`src/rtl/dt_pkg.sv`:
```
package dt_pkg;
  localparam int DW = 8;
  localparam int CW = 2 * DW;
  localparam int AW = 4;
  localparam int NT = 2;
  localparam int TMR_A = 0;
  localparam int TMR_B = 1;
  localparam int EN_SET_BIT = DW - 1;
  localparam int IRQ_BIT = DW - 1;

  typedef enum logic [AW-1:0] {
    ADDR_A_CLO  = 4'd0,
    ADDR_A_CHI  = 4'd1,
    ADDR_A_LLO  = 4'd2,
    ADDR_A_LHI  = 4'd3,
    ADDR_B_CLO  = 4'd4,
    ADDR_B_CHI  = 4'd5,
    ADDR_MODE   = 4'd6,
    ADDR_FLAG   = 4'd7,
    ADDR_ENABLE = 4'd8
  } reg_addr_e;

  typedef struct packed {
    logic [NT-1:0] lat_lo_we;
    logic [NT-1:0] lat_hi_we;
    logic [NT-1:0] start;
    logic [NT-1:0] rd_clr;
    logic          mode_we;
    logic          flag_we;
    logic          en_we;
  } bus_strobe_t;
endpackage

```
`src/rtl/dt_regbus.sv`:
```
module dt_regbus
  import dt_pkg::*;
(
  input  logic          cs,
  input  logic          wr,
  input  logic          rd,
  input  logic [AW-1:0] addr,
  output bus_strobe_t   stb
);
  logic wen;
  logic ren;

  assign wen = cs & wr;
  assign ren = cs & rd & ~wr;

  always_comb begin
    stb = '0;
    case (addr)
      ADDR_A_CLO: begin
        stb.lat_lo_we[TMR_A] = wen;
        stb.rd_clr[TMR_A]    = ren;
      end
      ADDR_A_CHI: begin
        stb.lat_hi_we[TMR_A] = wen;
        stb.start[TMR_A]     = wen;
      end
      ADDR_A_LLO: stb.lat_lo_we[TMR_A] = wen;
      ADDR_A_LHI: stb.lat_hi_we[TMR_A] = wen;
      ADDR_B_CLO: begin
        stb.lat_lo_we[TMR_B] = wen;
        stb.rd_clr[TMR_B]    = ren;
      end
      ADDR_B_CHI: begin
        stb.lat_hi_we[TMR_B] = wen;
        stb.start[TMR_B]     = wen;
      end
      ADDR_MODE:   stb.mode_we = wen;
      ADDR_FLAG:   stb.flag_we = wen;
      ADDR_ENABLE: stb.en_we   = wen;
      default: ;
    endcase
  end
endmodule

```
`src/rtl/dt_pulse_sync.sv`:
```
module dt_pulse_sync #(
  parameter int STAGES = 2
) (
  input  logic clk,
  input  logic rst_n,
  input  logic pin,
  output logic strike
);
  logic [STAGES:0] sh;

  always_ff @(posedge clk or negedge rst_n) begin
    if (!rst_n) sh <= '1;
    else        sh <= {sh[STAGES-1:0], pin};
  end

  // previous synchronized level high, current low: one falling edge
  assign strike = sh[STAGES] & ~sh[STAGES-1];

  a_r6_single_strike: assert property (@(posedge clk) disable iff (!rst_n)
    strike |=> !strike);
endmodule

```
`src/rtl/dt_countdown.sv`:
```
module dt_countdown
  import dt_pkg::*;
(
  input  logic          clk,
  input  logic          rst_n,
  input  logic          tick,
  input  logic          reload,
  input  logic          lat_lo_we,
  input  logic          lat_hi_we,
  input  logic          start,
  input  logic [DW-1:0] wdata,
  output logic [CW-1:0] count,
  output logic [CW-1:0] latch,
  output logic          zero_evt
);
  logic running;
  logic armed;
  logic at_zero;

  assign at_zero  = (count == '0);
  assign zero_evt = running & tick & at_zero & ~start & (armed | reload);

  always_ff @(posedge clk or negedge rst_n) begin
    if (!rst_n) begin
      latch <= '0;
    end else begin
      if (lat_lo_we) latch[DW-1:0]  <= wdata;
      if (lat_hi_we) latch[CW-1:DW] <= wdata;
    end
  end

  always_ff @(posedge clk or negedge rst_n) begin
    if (!rst_n) begin
      count   <= '0;
      running <= 1'b0;
      armed   <= 1'b0;
    end else if (start) begin
      count   <= {wdata, latch[DW-1:0]};
      running <= 1'b1;
      armed   <= 1'b1;
    end else if (running && tick) begin
      if (at_zero && reload) begin
        count <= latch;
      end else begin
        count <= count - 1'b1;
        if (at_zero) armed <= 1'b0;
      end
    end
  end

  a_r2_load: assert property (@(posedge clk) disable iff (!rst_n)
    start |=> count == {$past(wdata), $past(latch[DW-1:0])});

  a_r2_decrement: assert property (@(posedge clk) disable iff (!rst_n)
    (running && tick && !start && !at_zero) |=> count == CW'($past(count) - 1'b1));

  a_r4_reload: assert property (@(posedge clk) disable iff (!rst_n)
    (running && tick && !start && at_zero && reload) |=> count == $past(latch));

  a_r3_disarm: assert property (@(posedge clk) disable iff (!rst_n)
    (zero_evt && !reload) |=> !armed);

  a_r1_idle_hold: assert property (@(posedge clk) disable iff (!rst_n)
    (!running && !start) |=> $stable(count));
endmodule

```
`src/rtl/dual_timer_unit.sv`:
```
module dual_timer_unit
  import dt_pkg::*;
#(
  parameter int SYNC_STAGES = 2
) (
  input  logic          clk,
  input  logic          rst_n,
  input  logic          cs,
  input  logic [AW-1:0] addr,
  input  logic          wr,
  input  logic          rd,
  input  logic [DW-1:0] wdata,
  output logic [DW-1:0] rdata,
  input  logic          pulse_in,
  output logic          irq_n
);
  bus_strobe_t   stb;
  logic          strike;
  logic [NT-1:0] mode;
  logic [NT-1:0] flags;
  logic [NT-1:0] en;
  logic [NT-1:0] tick;
  logic [NT-1:0] reload;
  logic [NT-1:0] zero_evt;
  logic [CW-1:0] count [NT];
  logic [CW-1:0] latch [NT];
  logic          irq_hit;

  dt_regbus u_bus (
    .cs   (cs),
    .wr   (wr),
    .rd   (rd),
    .addr (addr),
    .stb  (stb)
  );

  dt_pulse_sync #(.STAGES(SYNC_STAGES)) u_sync (
    .clk    (clk),
    .rst_n  (rst_n),
    .pin    (pulse_in),
    .strike (strike)
  );

  for (genvar g = 0; g < NT; g++) begin : g_tmr
    if (g == TMR_A) begin : g_cfg
      assign tick[g]   = 1'b1;
      assign reload[g] = mode[g];
    end else begin : g_cfg
      assign tick[g]   = mode[g] ? strike : 1'b1;
      assign reload[g] = 1'b0;
    end

    dt_countdown u_cnt (
      .clk       (clk),
      .rst_n     (rst_n),
      .tick      (tick[g]),
      .reload    (reload[g]),
      .lat_lo_we (stb.lat_lo_we[g]),
      .lat_hi_we (stb.lat_hi_we[g]),
      .start     (stb.start[g]),
      .wdata     (wdata),
      .count     (count[g]),
      .latch     (latch[g]),
      .zero_evt  (zero_evt[g])
    );

    always_ff @(posedge clk or negedge rst_n) begin
      if (!rst_n)
        flags[g] <= 1'b0;
      else if (zero_evt[g])
        flags[g] <= 1'b1;
      else if (stb.start[g] || stb.rd_clr[g] || (stb.flag_we && wdata[g]))
        flags[g] <= 1'b0;
    end

    a_r7_rd_clear: assert property (@(posedge clk) disable iff (!rst_n)
      (stb.rd_clr[g] && !zero_evt[g]) |=> !flags[g]);

    a_r3_flag_source: assert property (@(posedge clk) disable iff (!rst_n)
      $rose(flags[g]) |-> $past(zero_evt[g]));
  end

  always_ff @(posedge clk or negedge rst_n) begin
    if (!rst_n) begin
      mode <= '0;
      en   <= '0;
    end else begin
      if (stb.mode_we) mode <= wdata[NT-1:0];
      if (stb.en_we) begin
        if (wdata[EN_SET_BIT]) en <= en | wdata[NT-1:0];
        else                   en <= en & ~wdata[NT-1:0];
      end
    end
  end

  assign irq_hit = |(flags & en);
  assign irq_n   = ~irq_hit;

  always_comb begin
    rdata = '0;
    if (cs) begin
      case (addr)
        ADDR_A_CLO:  rdata = count[TMR_A][DW-1:0];
        ADDR_A_CHI:  rdata = count[TMR_A][CW-1:DW];
        ADDR_A_LLO:  rdata = latch[TMR_A][DW-1:0];
        ADDR_A_LHI:  rdata = latch[TMR_A][CW-1:DW];
        ADDR_B_CLO:  rdata = count[TMR_B][DW-1:0];
        ADDR_B_CHI:  rdata = count[TMR_B][CW-1:DW];
        ADDR_MODE:   rdata = DW'(mode);
        ADDR_FLAG: begin
          rdata = DW'(flags);
          rdata[IRQ_BIT] = irq_hit;
        end
        ADDR_ENABLE: rdata = DW'(en);
        default:     rdata = '0;
      endcase
    end
  end

  a_r8_enable_set: assert property (@(posedge clk) disable iff (!rst_n)
    (stb.en_we && wdata[EN_SET_BIT]) |=> (en & $past(wdata[NT-1:0])) == $past(wdata[NT-1:0]));

  a_r8_enable_clear: assert property (@(posedge clk) disable iff (!rst_n)
    (stb.en_we && !wdata[EN_SET_BIT]) |=> (en & $past(wdata[NT-1:0])) == '0);

  a_r9_irq_needs_enable: assert property (@(posedge clk) disable iff (!rst_n)
    (en == '0) |-> irq_n);
endmodule

```
`config.mk`:
```
export PLATFORM = sky130hd
export DESIGN_NAME = dual_timer_unit
export DESIGN_NICKNAME = d
export VERILOG_FILES = /design/src/rtl/dt_pkg.sv /design/src/rtl/dt_regbus.sv /design/src/rtl/dt_pulse_sync.sv /design/src/rtl/dt_countdown.sv /design/src/rtl/dual_timer_unit.sv
export SDC_FILE = /design/constraint.sdc
export NUM_CORES = 1
export LEC_CHECK = 0
export BUFFER_PORTS_ARGS = -buffer_cell sky130_fd_sc_hd__buf_2
export CAP_MARGIN = 20
export CORE_AREA = 4 4 104 106
export CTS_CLUSTER_DIAMETER = 40
export DETAILED_ROUTE_END_ITERATION = 6
export DIE_AREA = 0 0 108 110
export PLACE_DENSITY = 0.72
export REMOVE_ABC_BUFFERS = 1
export SLEW_MARGIN = 25
export SYNTH_ARGS = -nofsm -noshare
export SYNTH_HDL_FRONTEND = slang
export SYNTH_HIERARCHICAL = 1
export SYNTH_SLANG_ARGS = --single-unit
export TNS_END_PERCENT = 100
```
`constraint.sdc`:
```
create_clock -name clk -period 2.8 [get_ports clk]
set_input_delay 0.28 -clock clk [delete_from_list [all_inputs] [get_ports clk]]
set_output_delay 0.28 -clock clk [all_outputs]
set_load 0.05 [all_outputs]
```
==> run metrics, run 1 <==
Layout Nets=547; switching power total=roughly 1.3 mW; Tmin final=2.357 ns; All-Layer GR Usage=0.2376; GRT overflow=0; WHS=-0.07658 ns; pwr/cell area=about 660 nW/µm²; Top FF cell, synth=dfrtp_1; Die ar.=approximately 12,000 µm²; Max-Cap Viols=0; combinational share of power=0.264; status=finished, violations left; FP Rows=36; Seq cells post-synth=a little under 80; Finished Layout Cells=~670; CP max-delay cell=o21ai_2; CP max stage delay=~0.53 ns; Hold Vio Cnt, Final=64; Final Max Tran Viols=0; CTS clk-pin slew, worst paths=0.10 ns; drc violations=0; asr flop ratio synth=1.000; diode count=0; fmax=about 420 MHz; Final period util=0.8419; Syn Std Cell Area=roughly 4900 µm²; post-synthesis average cell area=between 9 and 10 µm²; sw frac=0.3764; Worst R2R Start=g_tmr[0].u_cnt/count[0]$_DFFE_PN0P_; HP Class=primary input to asynchronous set/reset pin; post-synthesis instance total=500; crit path from=g_tmr[0].u_cnt/count[0]$_DFFE_PN0P_; final number of setup-violating endpoints=0; core area=around 9800 µm²; most frequent cells in the layout=74 x dfrtp_1, 42 x nand2_1, 38 x mux2_2; R2R Setup Slk=0.44 ns; input/output buffers=26; Rel. slew slack=0.4576; DIE HEIGHT=110 µm; number of global-route vias before repair=approximately 4,100; initial antenna violation count=0; Static Leak=2.138 nW; later-pin clock latency in the skew report=roughly 0.36 ns; wirelength, routed=about 13,000 µm; first-pass GRT wire length=approximately 22,000 µm; hpwl dp=roughly 9400 µm; largest net degree at the start of global routing=78; # fillers=around 880; placed cell area=5170 µm²; Clock Skews=roughly 0.011 ns; worst path cell trace=inv_1 > ha_1 > nor4b_4 > nand4_4 > o21ai_2 > nand3_1 > o311ai_0; Wirelength per Cell=a little over 20 µm; Worst Slack Setup Final=approximately 0.44 ns; failing checks=hold timing; Final ANT Viol Nets=0; Max Fanout on Critical Path=11; fin area=5388 µm²; Die X=108 µm; H-tree Lvls=3; critical path's top delay family=simple AND/OR/NAND/NOR gates; area grow syn2layout=9.959%; Ys Warns=6; required time of the critical path=between 3 and 4 ns; RR Endpoint=g_tmr[0].u_cnt/count[1]$_DFFE_PN0P_; CTS sink count=just under 80; Setup CP Type=register to register; worst setup slack after placement=0.4210 ns; CP Launch Type=register; initial core utilization=0.5013; post-synth cell types=73; sequential area share after synthesis=0.3940; # Post-CTS Setup Buffers=0; root buffer cell=clkbuf_8; First DRT Iteration DRCs=300; cts repair resizes=0; Max rail drop VDD=~430 µV; unrepaired setup endpoints after global routing=no; sequential power share=0.485; critical path endpoint category=register; CTS buffer count=9; I/O pin total=27; DR vias/cell=between 6 and 7; TritonCTS clock tree=yes; worst slew pin tran=just over 0.8 ns; layout cell share with drive strength beyond 1=0.2500; vias=between 4,000 and 5,000; register area=~1900 µm²; FF-to-FF path depth=7; WP buf/inv=1; Multi-input gate area=around 2800 µm²; dpl cells=648; GPL Wtd Cong=0.9553; clk buf depth=2; number of synthesized flops with an enable pin=0; Worst Path Arrival=2.61 ns; commonest non-fill, non-tap cell in the layout=dfrtp_1; clock group share of total power=0.251; 1st-pass router iterations=5; setup_tns=0 ns; Pint=between 2 and 2.5 mW
-- synthesized netlist by cell type (all sizes together), types with 3 or more instances --
cell	number	share of area
dfrtp	74	0.38
nand2	44	0.035
mux2	39	0.090
o21ai	38	0.042
nor2	28	0.025
nor4	22	0.033
a21oi	21	0.024
inv	18	0.014
nand3	18	0.018
buf	17	0.023
nor3	17	0.024
mux2i	13	0.027
clkbuf	10	0.0077
a211oi	8	0.012
a22oi	8	0.014
nand4b	8	0.014
nor2b	8	0.012
o211ai	8	0.012
a21o	6	0.0092
a31oi	6	0.0077
and2	6	0.0077
nand3b	6	0.0092
nand4	6	0.014
o311ai	6	0.011
and4	4	0.0071
nand2b	4	0.0051
nor4b	4	0.015
o2111ai	4	0.0071
o21a	4	0.0061
a22o	3	0.0054
a32oi	3	0.0054
dfstp	3	0.016
-- power groups by stage --
stage	Sequential, mW	Combinational, mW	Clock (mW)
after floorplan	1.61	0.683	0
after global placement	1.72	0.898	0
after detailed placement	1.73	0.919	0
after CTS	1.71	0.926	0.903
after global routing	1.76	1.04	0.959
final	1.72	0.937	0.889
-- metrics by stage --
step	total power, mW	utilization
finish	3.547	0.5512
global route	3.757	0.5512
CTS	3.542	0.5498
detailed placement	2.652	0.5289
global placement	2.616	0.5289
floorplan	2.291	-
-- worst max-delay path by stage --
stage	to	cells after the start
after global routing	g_tmr[0].u_cnt/count[3]$_DFFE_PN0P_	7
after global placement	g_tmr[0].u_cnt/count[3]$_DFFE_PN0P_	9
after CTS	g_tmr[0].u_cnt/count[3]$_DFFE_PN0P_	7
after floorplan	g_tmr[0].u_cnt/count[7]$_DFFE_PN0P_	7
final	g_tmr[0].u_cnt/count[1]$_DFFE_PN0P_	7
after detailed placement	g_tmr[0].u_cnt/count[3]$_DFFE_PN0P_	9
-- routing by layer --
metal  track usage  part of all wire  vias up
met2        0.3930              0.49      198
met5             0                 0        -
met1        0.3211              0.42     2072
met4       0.08476             0.031        0
met3       0.03262             0.060       42
li1              -                 -     1949
-- registers in the layout, indices dropped and copies added, names as in the netlist, named ones only --
register,cells
g_tmr.u_cnt/count,32
g_tmr.u_cnt/latch,32
u_sync/sh,3
flags,2
g_tmr.u_cnt/armed,2
g_tmr.u_cnt/running,2
mode,2
-- kinds of logic (layout without fill, tap and decap cells) --
group,count (synthesis),in the layout,synth area share
flops,77,77,0.3940
compound gates,137,137,0.2017
simple gates,184,184,0.2319
mux,53,53,0.1216
other cells,2,6,0.001533
fa+ha+maj,2,2,0.005106
buf+inv,45,73,0.04418
-- worst reg2reg max path: cells and delay by family, from the launching register on --
kind            cells  cell delay [ns]
flops               1             0.43
compound gates      2             0.65
buf+inv             1             0.11
fa+ha+maj           1             0.21
simple gates        3             0.85
-- layout make-up --
type	count	area share
flip-flops and latches	77	0.3583
well taps	133	0.03089
multi-input cells	382	0.5165
clock inverters	7	0.01486
inverters	18	0.01254
clock buffers	9	0.02299
repair buffers	39	0.04389
-- what timing repair did --
item	4_1_cts	5_1_grt
hold endpoints to repair	0	1
setup endpoints to repair	0	0
hold buffers	0	1
(Power assumes the default switching activity.)
==> run 2: changes to the inputs <==
- clock period: 2.8 -> 2.4 ns (I/O delays scaled with it)
==> run 2 against run 1 <==
First-iteration DRC count up 6.3%. Combinational power up 23%. Clock skew up 0.00095 ns. Largest cell class unchanged. Die area unchanged. Sequential share of layout area down 0.71 points. Global-route usage up 0.53 points. Clock power up 0.7%. The run now ends clean.
==> run metrics, run 2 (synthesis results as in run 1) <==
vias=4,325 (was 4,261); CP Launch Type=register (unchanged); commonest non-fill, non-tap cell in the layout=dfrtp_1 (unchanged); Max rail drop VDD=646.5 µV (was 431.1 µV); GRT Max-Usage Layer=met2 (unchanged); DR vias/cell=6.360 (was 6.408); initial core utilization=0.5013 (unchanged); Layout Nets=562 (was 547); setup_tns=0 ns (unchanged); pwr/cell area=739.0 nW/µm² (was 658.4 nW/µm²); FP Rows=36 (unchanged); Final Max Tran Viols=0 (unchanged); Die ar.=11,880 µm² (unchanged); First DRT Iteration DRCs=319 (was 300); GPL Wtd Cong=0.9699 (was 0.9553); fmax=about 450 MHz; first-pass GRT wire length=22,570 µm (was 22,020 µm); input/output buffers=26 (unchanged); Setup CP Type=register to primary output (was register to register); CTS clk-pin slew, worst paths=0.09 ns (was 0.10 ns); DIE HEIGHT=110 µm (unchanged); Layout Utilization=0.5623 (was 0.5512); largest net degree at the start of global routing=45 (was 78); final number of setup-violating endpoints=0 (unchanged); Wirelength per Cell=20.14 µm (was 20.13 µm); drc violations=0 (unchanged); critical path endpoint category=primary output (was register); later-pin clock latency in the skew report=0.36 ns (about the same); diode count=0 (unchanged); Hold Vio Cnt, Final=0 (was 64); Worst Path Arrival=1.97 ns (was 2.61 ns); Die X=108 µm (unchanged); unrepaired setup endpoints after global routing=no (unchanged); area grow syn2layout=12.18% (was 9.959%); Max Fanout on Critical Path=6 (was 11); GRT overflow=0 (unchanged); Regs by FF count=g_tmr.u_cnt/count: 32 flops, g_tmr.u_cnt/latch: 32 flops, u_sync/sh: 3 flops (unchanged); worst path cell trace=nor2b_1 > a2111oi_0 > a2111oi_2 > buf_2 (was inv_1 > ha_1 > nor4b_4 > nand4_4 > o21ai_2 > nand3_1 > o311ai_0); grt met1 use=0.3197 (was 0.3211); worst setup slack after placement=0.2194 ns (was 0.4210 ns); CP max-delay cell=a2111oi_0 (was o21ai_2); Max-Cap Viols=0 (unchanged); Rel. slew slack=0.5911 (was 0.4576); I/O pin total=27 (unchanged); status=finished clean (was finished, violations left); cts repair resizes=0 (unchanged); H-tree Lvls=3 (unchanged); layout cell share with drive strength beyond 1=0.2687 (was 0.2500); hpwl dp=9797 µm (was 9375 µm); Final ANT Viol Nets=0 (unchanged); root buffer cell=clkbuf_8 (unchanged); CTS sink count=77 (unchanged); wirelength, routed=13,700 µm (was 13,390 µm); Tot Pwr=4.062 mW (was 3.547 mW); Worst Slack Setup Final=0.1865 ns (was 0.4426 ns); Final period util=0.9223; TritonCTS clock tree=yes (unchanged); All-Layer GR Usage=0.2429 (was 0.2376); worst slew pin tran=0.5980 ns (was 0.8105 ns); clk buf depth=2 (unchanged); number of global-route vias before repair=4,261 (was 4,141); Tmin final=2.213 ns; CP max stage delay=0.57 ns (was 0.53 ns); 1st-pass router iterations=5 (unchanged); met2 GRT Util=0.4001 (was 0.3930); required time of the critical path=2.16 ns (was 3.05 ns); CTS buffer count=9 (unchanged); GRT met3 Usage=0.05009 (was 0.03262); Static Leak=2.211 nW (was 2.138 nW); core area=9774 µm² (unchanged); initial antenna violation count=0 (unchanged); HP Class=primary input to register (was primary input to asynchronous set/reset pin); Clock Skews=0.01153 ns (was 0.01058 ns); most frequent cells in the layout=74 x dfrtp_1, 42 x nand2_1, 38 x mux2_2 (unchanged)
-- run 2: cell count changes in the layout (fill, tap and decap cells not counted) --
cell,delta
buf_12,+2
buf_4,+13
buf_6,-1
bufinv_16,-1
clkbuf_8,+1
clkinv_2,+3
dlygate4sd3_1,+1
inv_6,-3
-- run 2: final timing paths --
check                                                          from                                    to  slack [ns]  depth (start not counted)
worst min-delay path                                       wdata[3]  g_tmr[1].u_cnt/latch[11]$_DFFE_PN0P_        0.21                          3
worst max register to register  g_tmr[0].u_cnt/count[0]$_DFFE_PN0P_   g_tmr[0].u_cnt/count[5]$_DFFE_PN0P_        0.19                          8
worst min register to register               u_sync/sh[0]$_DFF_PN1_                u_sync/sh[1]$_DFF_PN1_        0.36                          0
max in group asynchronous                                     rst_n  g_tmr[0].u_cnt/count[10]$_DFFE_PN0P_        1.41                          3
worst max-delay path            g_tmr[0].u_cnt/count[3]$_DFFE_PN0P_                              rdata[3]        0.19                          4
min in group asynchronous                                     rst_n   g_tmr[0].u_cnt/count[1]$_DFFE_PN0P_        0.37                          2
-- run 2: layer usage --
| layer | vias to the layer above | part of all wire |
|---|---|---|
| li1 | 1980 | - |
| met1 | 2131 | 0.43 |
| met2 | 185 | 0.48 |
| met3 | 29 | 0.061 |
| met4 | 0 | 0.025 |
| met5 | - | 0 |
-- run 2: area by class of cell --
type	count	area, µm²
repair buffers	54	372.9
clock inverters	6	38.79
clock buffers	10	137.6
well taps	133	166.4
fillers	910	4278
multi-input cells	382	2783
flip-flops and latches	77	1931
inverters	18	67.56
-- run 2: stage by stage --
step	instance area [µm²]	hold WS, ns	cells
2_1_floorplan	4766	-0.05559	477
3_3_place_gp	5285	0.2206	660
3_5_place_dp	5285	0.2252	660
4_1_cts	5482	0.2013	678
5_1_grt	5497	0.2090	680
6_report	5497	0.2139	680
-- run 2: report_power, final --
| group | internal [mW] | leakage, nW | total [mW] | switching, mW |
|---|---|---|---|---|
| clock network | 0.399 | 0.0880 | 0.895 | 0.496 |
| logic | 0.534 | 1.21 | 1.15 | 0.620 |
| registers | 1.59 | 0.914 | 2.01 | 0.420 |
-- run 2: critical path, delay by kind of cell (launching register included) --
family	cells	cell delay (ns)
flip-flops	1	0.51
AO/OA/AOI/OAI	2	0.66
AND/OR/NAND/NOR	1	0.19
buffers and inverters	1	0.24
-- run 2: repair_timing --
item	4_1_cts	5_1_grt
setup buffers	0	2
hold buffers	2	0
hold endpoints to repair	31	0
setup endpoints to repair	0	2
==> run 3: changes to the inputs <==
- CORE_AREA: 4 4 104 106 -> 4 4 96 98
- DIE_AREA: 0 0 108 110 -> 0 0 100 102
- SLEW_MARGIN: 25 -> not set
- SYNTH_HIERARCHICAL: 1 -> not set
==> run 3 against run 2 <==
Final area down 13%. Clock-buffer cell count down 1. Register-to-register slack worse by 0.15 ns. Critical endpoint is now g_tmr[0].u_cnt.count[5]$_DFFE_PN0P_. Setup slack worse by 0.15 ns. Sequential power down 5%. Sequential share of layout area up 1.2 points. Core utilization about the same. Maximum frequency down 6.3%. Clock power up 32%. Critical path type is now register to register. Non-clock buffer count unchanged. Final cell count down 16%.
==> run metrics, run 3 <==
I/O pin total=27 (unchanged); largest net degree at the start of global routing=32 (was 45); R2R Setup Slk=0.04 ns (was 0.19 ns); initial antenna violation count=0 (unchanged); WHS Path Cells=3 (unchanged); dpl cells=556 (was 660); Worst Slack Setup Final=0.03886 ns (was 0.1865 ns); asr flop ratio synth=1.000 (unchanged); first-pass GRT wire length=19,310 µm (was 22,570 µm); final number of setup-violating endpoints=0 (unchanged); Rel. slew slack=0.5270 (was 0.5911); Die X=100 µm (was 108 µm); worst setup slack after placement=0.05885 ns (was 0.2194 ns); Final ANT Viol Nets=0 (unchanged); CTS sink count=69 (was 77); layout cell share with drive strength beyond 1=0.2575 (was 0.2687); CTS buffer count=9 (unchanged); input/output buffers=26 (unchanged); GPL Wtd Cong=0.9409 (was 0.9699); CP Launch Type=register (unchanged); number of global-route vias before repair=3,487 (was 4,261); Max Fanout on Critical Path=11 (was 6); H-tree Lvls=3 (unchanged); All-Layer GR Usage=0.2468 (was 0.2429); post-synthesis average cell area=9.789 µm² (was 9.799 µm²); Top FF cell, synth=dfrtp_1 (unchanged); later-pin clock latency in the skew report=0.35 ns (was 0.36 ns); Synth top area share=0.4017 (was 0.3779); root buffer cell=clkbuf_8 (unchanged); DR vias/cell=6.554 (was 6.360); most frequent cell after synthesis=dfrtp_1 (unchanged); First DRT Iteration DRCs=356 (was 319); CTS clk-pin slew, worst paths=0.08 ns (was 0.09 ns); post-synthesis instance total=420 (was 500); worst slew pin tran=0.7048 ns (was 0.5980 ns); vias=3,762 (was 4,325); Wirelength per Cell=20.84 µm (was 20.14 µm); Ys Warns=0 (was 6); Clock Skews=0.006703 ns (was 0.01153 ns); WHS=0.2028 ns (was 0.2139 ns); Worst Path Arrival=2.65 ns (was 1.97 ns); Hold Path End=g_tmr[1].u_cnt.count[10]$_DFFE_PN0P_ (was g_tmr[1].u_cnt/latch[11]$_DFFE_PN0P_); TritonCTS clock tree=yes (unchanged); Setup CP Type=register to register (was register to primary output); synth top area cells=dfrtp_1 40%, mux2_2 11%, o21ai_0 3.4% (was dfrtp_1 38%, mux2_2 8.7%, nand2_1 3.2%); fmax=423.5 MHz (was 451.8 MHz); Die ar.=10,200 µm² (was 11,880 µm²); clk buf depth=2 (unchanged); top post-synthesis cells by count=66 x dfrtp_1, 39 x mux2_2, 35 x nand2_1, 28 x o21ai_0, 20 x clkbuf_1 (was 74 x dfrtp_1, 42 x nand2_1, 38 x mux2_2, 26 x nor2_1, 25 x o21ai_0); # fillers=763 (was 910); Layout Nets=482 (was 562); DIE HEIGHT=102 µm (was 110 µm); status=finished clean (unchanged); FP Rows=34 (was 36); Worst Hold Launch=wdata[2] (was wdata[3]); sequential area share after synthesis=0.4209 (was 0.3940); diode count=0 (unchanged); wirelength, routed=11,960 µm (was 13,700 µm); most frequent cells in the layout=66 x dfrtp_1, 39 x mux2_2, 35 x nand2_1 (was 74 x dfrtp_1, 42 x nand2_1, 38 x mux2_2); critical path endpoint category=register (was primary output); RR Endpoint=g_tmr[0].u_cnt.count[5]$_DFFE_PN0P_ (was g_tmr[0].u_cnt/count[5]$_DFFE_PN0P_); Final period util=0.9838 (was 0.9223); Syn Std Cell Area=4111 µm² (was 4900 µm²); Seq cells post-synth=69 (was 77); FF-to-FF path depth=6 (was 8); required time of the critical path=2.69 ns (was 2.16 ns); core area=8466 µm² (was 9774 µm²); Tmin final=2.361 ns (was 2.213 ns); Finished Layout Cells=574 (was 680); HP Class=primary input to register (unchanged); 1st-pass router iterations=6 (was 5); initial core utilization=0.4857 (was 0.5013); largest reg by FF count=g_tmr.u_cnt.count; Static Leak=1.937 nW (was 2.211 nW); post-synth cell types=65 (was 73); area grow syn2layout=15.76% (was 12.18%); Hold Vio Cnt, Final=0 (unchanged); commonest non-fill, non-tap cell in the layout=dfrtp_1 (unchanged); unrepaired setup endpoints after global routing=yes (was no); pwr/cell area=938.5 nW/µm² (was 739.0 nW/µm²); Synth area leader=dfrtp_1 (unchanged); number of synthesized flops with an enable pin=0 (unchanged); Regs by FF count=g_tmr.u_cnt.count: 32 flops, g_tmr.u_cnt.latch: 24 flops, u_sync.sh: 3 flops (was g_tmr.u_cnt/count: 32 flops, g_tmr.u_cnt/latch: 32 flops, u_sync/sh: 3 flops); setup_tns=0 ns (unchanged); hpwl dp=8676 µm (was 9797 µm); Largest register FFs=32; Final Max Tran Viols=0 (unchanged); Max-Cap Viols=0 (unchanged); Max rail drop VDD=401.8 µV (was 646.5 µV); GRT overflow=0 (unchanged); Worst R2R Start=g_tmr[0].u_cnt.count[0]$_DFFE_PN0P_ (was g_tmr[0].u_cnt/count[0]$_DFFE_PN0P_); drc violations=0 (unchanged)
[run 3: logic make-up (layout without fill, tap and decap cells)]
logic type,Yosys count,after routing,synth area share
AO/OA/AOI/OAI,110,110,0.1878
XOR/XNOR,18,18,0.03834
adder cells (fa/ha/maj),3,3,0.009131
buffers and inverters,35,81,0.03469
flip-flops,69,69,0.4209
multiplexers,41,41,0.1117
AND/OR/NAND/NOR,144,144,0.1975
[run 3: metal layers]
layer | part of all wire | routed length, µm | global-route usage | vias up
li1 | - | - | - | 1694
met5 | 0 | 0 | 0 | -
met3 | 0.070 | 838 | 0.05051 | 25
met4 | 0.030 | 360 | 0.1026 | 0
met2 | 0.45 | 5420 | 0.3822 | 165
met1 | 0.45 | 5341 | 0.3394 | 1878
[run 3: worst max-delay path, stage by stage (launching register included)]
cell      delay (ns)
dfrtp_1         0.41
inv_1           0.15
ha_1            0.21
or4bb_1         0.57
or4_4           0.54
a211oi_1        0.26
o22a_1          0.17
[run 3: metrics by stage]
step / cell area [µm²] / util / total power [mW]
2_1_floorplan: 4010 / - / 2.717
3_3_place_gp: 4483 / 0.5296 / 3.226
3_5_place_dp: 4483 / 0.5296 / 3.270
4_1_cts: 4750 / 0.5610 / 4.458
5_1_grt: 4760 / 0.5622 / 4.732
6_report: 4760 / 0.5622 / 4.467
[run 3: how the worst max path moves through the flow]
stage	depth (start not counted)	slack (ns)	start	end
2_1_floorplan	4	0.13	mode[1]$_DFFE_PN0P_	rdata[1]
6_report	6	0.04	g_tmr[0].u_cnt.count[0]$_DFFE_PN0P_	g_tmr[0].u_cnt.count[5]$_DFFE_PN0P_
3_3_place_gp	6	0.13	g_tmr[0].u_cnt.count[0]$_DFFE_PN0P_	g_tmr[0].u_cnt.count[5]$_DFFE_PN0P_
4_1_cts	6	0.04	g_tmr[0].u_cnt.count[0]$_DFFE_PN0P_	g_tmr[0].u_cnt.count[5]$_DFFE_PN0P_
3_5_place_dp	6	0.06	g_tmr[0].u_cnt.count[0]$_DFFE_PN0P_	g_tmr[0].u_cnt.count[5]$_DFFE_PN0P_
5_1_grt	6	0.002	g_tmr[0].u_cnt.count[0]$_DFFE_PN0P_	g_tmr[0].u_cnt.count[0]$_DFFE_PN0P_
[run 3: layout make-up]
type                       count  area (µm²)  area share
multi-input combinational    316        2248      0.4724
timing repair buffer          54       357.8     0.07518
clock buffer                   9       123.9     0.02603
inverter                      11       41.29    0.008675
tap                          108       135.1     0.02839
sequential                    69        1730      0.3636
clock inverter                 7       122.6     0.02576
[run 3: report_power, final]
group          leakage, nW  switching [mW]  internal [mW]  total, mW
clock                0.116           0.484          0.695       1.18
sequential           0.823           0.405           1.50       1.91
combinational        0.997           0.712          0.669       1.38
[run 3: what timing repair did]
action	4_1_cts	5_1_grt
setup endpoints to repair	0	9
buffers inserted	0	0
resized for setup	0	2
hold endpoints to repair	15	0
hold buffers	2	0
